**config.mk**
```make
export PLATFORM = sky130hd
export DESIGN_NAME = snd_cmd_mailbox
export DESIGN_NICKNAME = d
export VERILOG_FILES = /design/src/rtl/mbox_pkg.sv /design/src/rtl/mbox_ctrl.sv /design/src/rtl/mbox_datapath.sv /design/src/rtl/snd_cmd_mailbox.sv
export SDC_FILE = /design/constraint.sdc
export NUM_CORES = 1
export LEC_CHECK = 0
export ABC_AREA = 1
export BUFFER_PORTS_ARGS = -buffer_cell sky130_fd_sc_hd__buf_4
export CAP_MARGIN = 20
export CORE_MARGIN = 4
export CORE_UTILIZATION = 40
export DETAILED_ROUTE_END_ITERATION = 16
export GPL_ROUTABILITY_DRIVEN = 0
export PLACE_DENSITY = 0.94
export SLEW_MARGIN = 20
export SYNTH_ARGS = -nofsm -noshare
export SYNTH_HDL_FRONTEND = slang
export SYNTH_SLANG_ARGS = --single-unit
```
**constraint.sdc**
```tcl
create_clock -name clk -period 1.25 [get_ports clk]
set_input_delay 0.25 -clock clk [delete_from_list [all_inputs] [get_ports clk]]
set_output_delay 0.25 -clock clk [all_outputs]
set_load 0.005 [all_outputs]
```
**src/rtl/mbox_pkg.sv**
```systemverilog
package mbox_pkg;
  localparam int SEL_W = 2;
  localparam logic [SEL_W-1:0] SEL_CMD  = 2'd0;
  localparam logic [SEL_W-1:0] SEL_CTRL = 2'd1;
  localparam logic [SEL_W-1:0] SEL_STAT = 2'd2;

  localparam logic [7:0] STAT_TAKEN   = 8'hFC;
  localparam logic [7:0] STAT_PENDING = 8'hFD;

  localparam int RESET_CTRL_BIT = 1;

  typedef struct packed {
    logic cmdLoad;
    logic ackSet;
    logic ctrlWrite;
  } mboxStrobe_t;
endpackage

```
**src/rtl/mbox_ctrl.sv**
```systemverilog
module mbox_ctrl
  import mbox_pkg::*;
#(
  parameter int LANES = 2
) (
  input  logic             mainWr,
  input  logic [SEL_W-1:0] mainSel,
  input  logic [LANES-1:0] mainByteEn,
  input  logic             sndAck,
  output mboxStrobe_t      strobe
);
  logic lowLaneWr;

  always_comb begin
    lowLaneWr        = mainWr && (mainSel == SEL_CMD) && mainByteEn[0];
    strobe.cmdLoad   = lowLaneWr;
    // a fresh command overrides a coincident acknowledge
    strobe.ackSet    = sndAck && !lowLaneWr;
    strobe.ctrlWrite = mainWr && (mainSel == SEL_CTRL);
  end
endmodule

```
**src/rtl/mbox_datapath.sv**
```systemverilog
module mbox_datapath
  import mbox_pkg::*;
#(
  parameter int DATA_W = 16,
  parameter int CMD_W  = 8
) (
  input  logic              clk,
  input  logic              rstN,
  input  mboxStrobe_t       strobe,
  input  logic [SEL_W-1:0]  mainSel,
  input  logic [DATA_W-1:0] mainWrData,
  output logic [DATA_W-1:0] mainRdData,
  output logic [CMD_W-1:0]  sndCmd,
  output logic              sndIrq,
  output logic              sndReset
);
  localparam int PAD_W = DATA_W - 8;

  logic [CMD_W-1:0] cmdReg;
  logic             ackReg;
  logic             irqReg;
  logic             rstReg;

  always_ff @(posedge clk) begin
    if (!rstN) begin
      cmdReg <= '0;
      ackReg <= 1'b1;
      irqReg <= 1'b0;
      rstReg <= 1'b1;
    end else begin
      if (strobe.cmdLoad) begin
        cmdReg <= mainWrData[CMD_W-1:0];
        ackReg <= 1'b0;
        irqReg <= 1'b1;
      end else if (strobe.ackSet) begin
        ackReg <= 1'b1;
        irqReg <= 1'b0;
      end
      if (strobe.ctrlWrite)
        rstReg <= !mainWrData[RESET_CTRL_BIT];
    end
  end

  always_comb begin
    mainRdData = '0;
    if (mainSel == SEL_STAT)
      mainRdData = {{PAD_W{1'b0}}, (ackReg ? STAT_TAKEN : STAT_PENDING)};
  end

  assign sndCmd   = cmdReg;
  assign sndIrq   = irqReg;
  assign sndReset = rstReg;
endmodule

```
**src/rtl/snd_cmd_mailbox.sv**
```systemverilog
module snd_cmd_mailbox
  import mbox_pkg::*;
#(
  parameter int DATA_W = 16,
  parameter int CMD_W  = 8
) (
  input  logic              clk,
  input  logic              rstN,
  input  logic              mainWr,
  input  logic [SEL_W-1:0]  mainSel,
  input  logic [DATA_W/8-1:0] mainByteEn,
  input  logic [DATA_W-1:0] mainWrData,
  output logic [DATA_W-1:0] mainRdData,
  input  logic              sndAck,
  output logic [CMD_W-1:0]  sndCmd,
  output logic              sndIrq,
  output logic              sndReset
);
  localparam int LANES = DATA_W / 8;

  mboxStrobe_t strobe;

  mbox_ctrl #(.LANES(LANES)) uCtrl (
    .mainWr     (mainWr),
    .mainSel    (mainSel),
    .mainByteEn (mainByteEn),
    .sndAck     (sndAck),
    .strobe     (strobe)
  );

  mbox_datapath #(.DATA_W(DATA_W), .CMD_W(CMD_W)) uData (
    .clk        (clk),
    .rstN       (rstN),
    .strobe     (strobe),
    .mainSel    (mainSel),
    .mainWrData (mainWrData),
    .mainRdData (mainRdData),
    .sndCmd     (sndCmd),
    .sndIrq     (sndIrq),
    .sndReset   (sndReset)
  );
endmodule

```
==> results.json <==
{
  "r2r-end": "uData.ackReg",
  "cts-resized-gates": 0,
  "endpoint": "mainRdData[0]",
  "ir_drop_mv": 0.6164,
  "worstSetupPathType": "register to output pin",
  "crit_arrival_ns": 0.93,
  "fin_crit_sh": 0.9460,
  "cts_buffer_depth": 2,
  "hpwl_mm": 1.106,
  "portBuffers": 31,
  "syn_inst": 85,
  "stdcell_count": 126,
  "reg2reg_from": "uData.ackReg",
  "initial_core_util": 0.4451,
  "dieWidth_um": 46.99,
  "wl_per_cell_um": 11.29,
  "antenna_found_initial": 0,
  "maxCapViolations": 0,
  "synth.cell_area_um2": 608.1,
  "drive_above_1_share": 0.3243,
  "fin_tns_setup_ns": 0,
  "dieArea_um2": 2208,
  "rsz0062_at_grt": "no",
  "synth_area_per_cell_um2": 7.154,
  "pre_cts_slack_ns": 0.1034,
  "grt.total_usage": 0.1416,
  "ys_seq_elements": 11,
  "cts.sinks": 11,
  "drc": 0,
  "r2r_cells": 2,
  "worstPathRequired_ns": 1.00,
  "grt_pass1_vias": 445,
  "htreeDepth": 1,
  "cts_setup_buffers": 0,
  "finClkSkew_ns": 0,
  "die_h_um": 46.99,
  "cp-end-kind": "output pin",
  "ys_types": 15,
  "overflow": 0,
  "dp.cells": 122,
  "hold_viol": 0,
  "ctsRootBufferMaster": "clkbuf_4",
  "route.top_layer_used": "met4",
  "maxSlewViolCount": 0,
  "routed_wl_mm": 1.423,
  "worstPathMaxFanout": 2,
  "utilization": 0.5714,
  "worstSetupStartpointType": "register",
  "cts.reportedPaths.clkPinSlew_ns": 0.07,
  "syn_to_final_growth_pct": 28.40,
  "ys_warn_count": 0,
  "grt_pass1_wl_mm": 1.959,
  "ctsHoldBuffers": 0,
  "reg2reg_slack_ns": 0.52,
  "min_path_type": "primary input to register",
  "route.met3.wl_um": 82,
  "cts_tree": "built",
  "final_antenna_net_count": 0,
  "core_um2": 1366,
  "dr.first_iter.drc_count": 8,
  "p_per_area_nw_per_um2": 969.5,
  "cts_inserted_buffers": 3,
  "seq_area_frac_synth": 0.3621,
  "antenna_cells": 0,
  "layout.nets": 136,
  "holdWs_ns": 0.2208,
  "critPathLaunch": "uData.ackReg",
  "grt_max_degree": 18,
  "clkLatencyLatePin_ns": 0.27,
  "io_pins": 50,
  "max_freq_ghz": 0.8457,
  "via_count": 556,
  "drt_pass1_iterations": 4,
  "p_leak_nw": 0.4238,
  "fillerInstances": 147,
  "via_per_inst": 4.413,
  "wl_met1_um": 491,
  "setup_viol": 0,
  "outcome": "complete, no violations",
  "period_minus_slack_ns": 1.183,
  "rows": 13,
  "worst_slack_ns": 0.06748,
  "dr_wl_met2_um": 741
}
per-stage QoR:
stage	total power, mW	cell area, µm²
floorplan	0.4756	638.1
global placement	0.5112	754.5
detailed placement	0.5163	754.5
CTS	0.7667	780.7
global route	0.8049	780.7
finish	0.7569	780.7
critical path, stage by stage (launching register included):
cell and delay, ns:
dfxtp_1 0.33, nor3_1 0.19, buf_4 0.14
state kept, by name (all words and copies together), names as in the netlist:
| name | cells |
|---|---|
| uData.ackReg | 1 |
| uData.sndCmd | 8 |
| uData.sndIrq | 1 |
| uData.sndReset | 1 |
layout make-up:
type / instances / area, µm² / area share
multi-input cells: 54 / 241.5 / 0.3093
well taps: 15 / 18.77 / 0.02404
clock buffers: 4 / 26.28 / 0.03365
flip-flops and latches: 11 / 220.2 / 0.2821
repair buffers: 31 / 232.7 / 0.2981
inverters: 11 / 41.29 / 0.05288
metal layers:
metal	GRT usage	vias up
met3	0.03448	10
met1	0.1221	233
met5	0	-
met4	0.1989	0
met2	0.2276	21
li1	-	292
power by group:
part | leakage [nW] | internal [mW] | switching [mW] | total (mW)
Sequential | 0.0895 | 0.362 | 0.00637 | 0.369
Clock | 0.0150 | 0.124 | 0.124 | 0.248
Combinational | 0.319 | 0.0708 | 0.0692 | 0.140
how the worst min path moves through the flow:
stage / start / endpoint / slack [ns] / cells after the start
2_1_floorplan: sndAck / uData.ackReg / 0.37 / 2
3_3_place_gp: uData.sndReset / uData.sndReset / 0.46 / 2
3_5_place_dp: uData.sndReset / uData.sndReset / 0.46 / 2
4_1_cts: rstN / uData.ackReg / 0.21 / 2
5_1_grt: rstN / uData.ackReg / 0.22 / 2
6_report: rstN / uData.ackReg / 0.22 / 2
synth_stat cells:
cell type   n  area share
a21oi_1     8       0.066
o21ai_0     1      0.0082
nor2_1      9       0.056
nor2_4      1       0.019
nand4_1     1       0.010
nand2_1    13       0.080
dfxtp_1    11        0.36
conb_1      1      0.0062
buf_6       2       0.037
buf_4      15        0.19
a21boi_0    1       0.012
nand3_1    10       0.082
nor3_1      1      0.0082
inv_2       1      0.0062
inv_1      10       0.062
cells by family (layout without fill, tap and decap cells):
logic type | count (synthesis) | count (layout) | synth area share
AND/OR/NAND/NOR | 35 | 35 | 0.2551
buffers and inverters | 28 | 46 | 0.2901
flip-flops | 11 | 11 | 0.3621
AO/OA/AOI/OAI | 10 | 10 | 0.08642
other | 1 | 9 | 0.006167
layout by cell type, fill, tap and decap left out, types with 3 or more instances in the layout:
master	n
clkbuf_4	3
nor2_1	9
conb_1	9
nand3_1	10
nand2_1	13
dfxtp_1	11
inv_1	10
a21oi_1	8
buf_4	31
(Power assumes the default switching activity.)
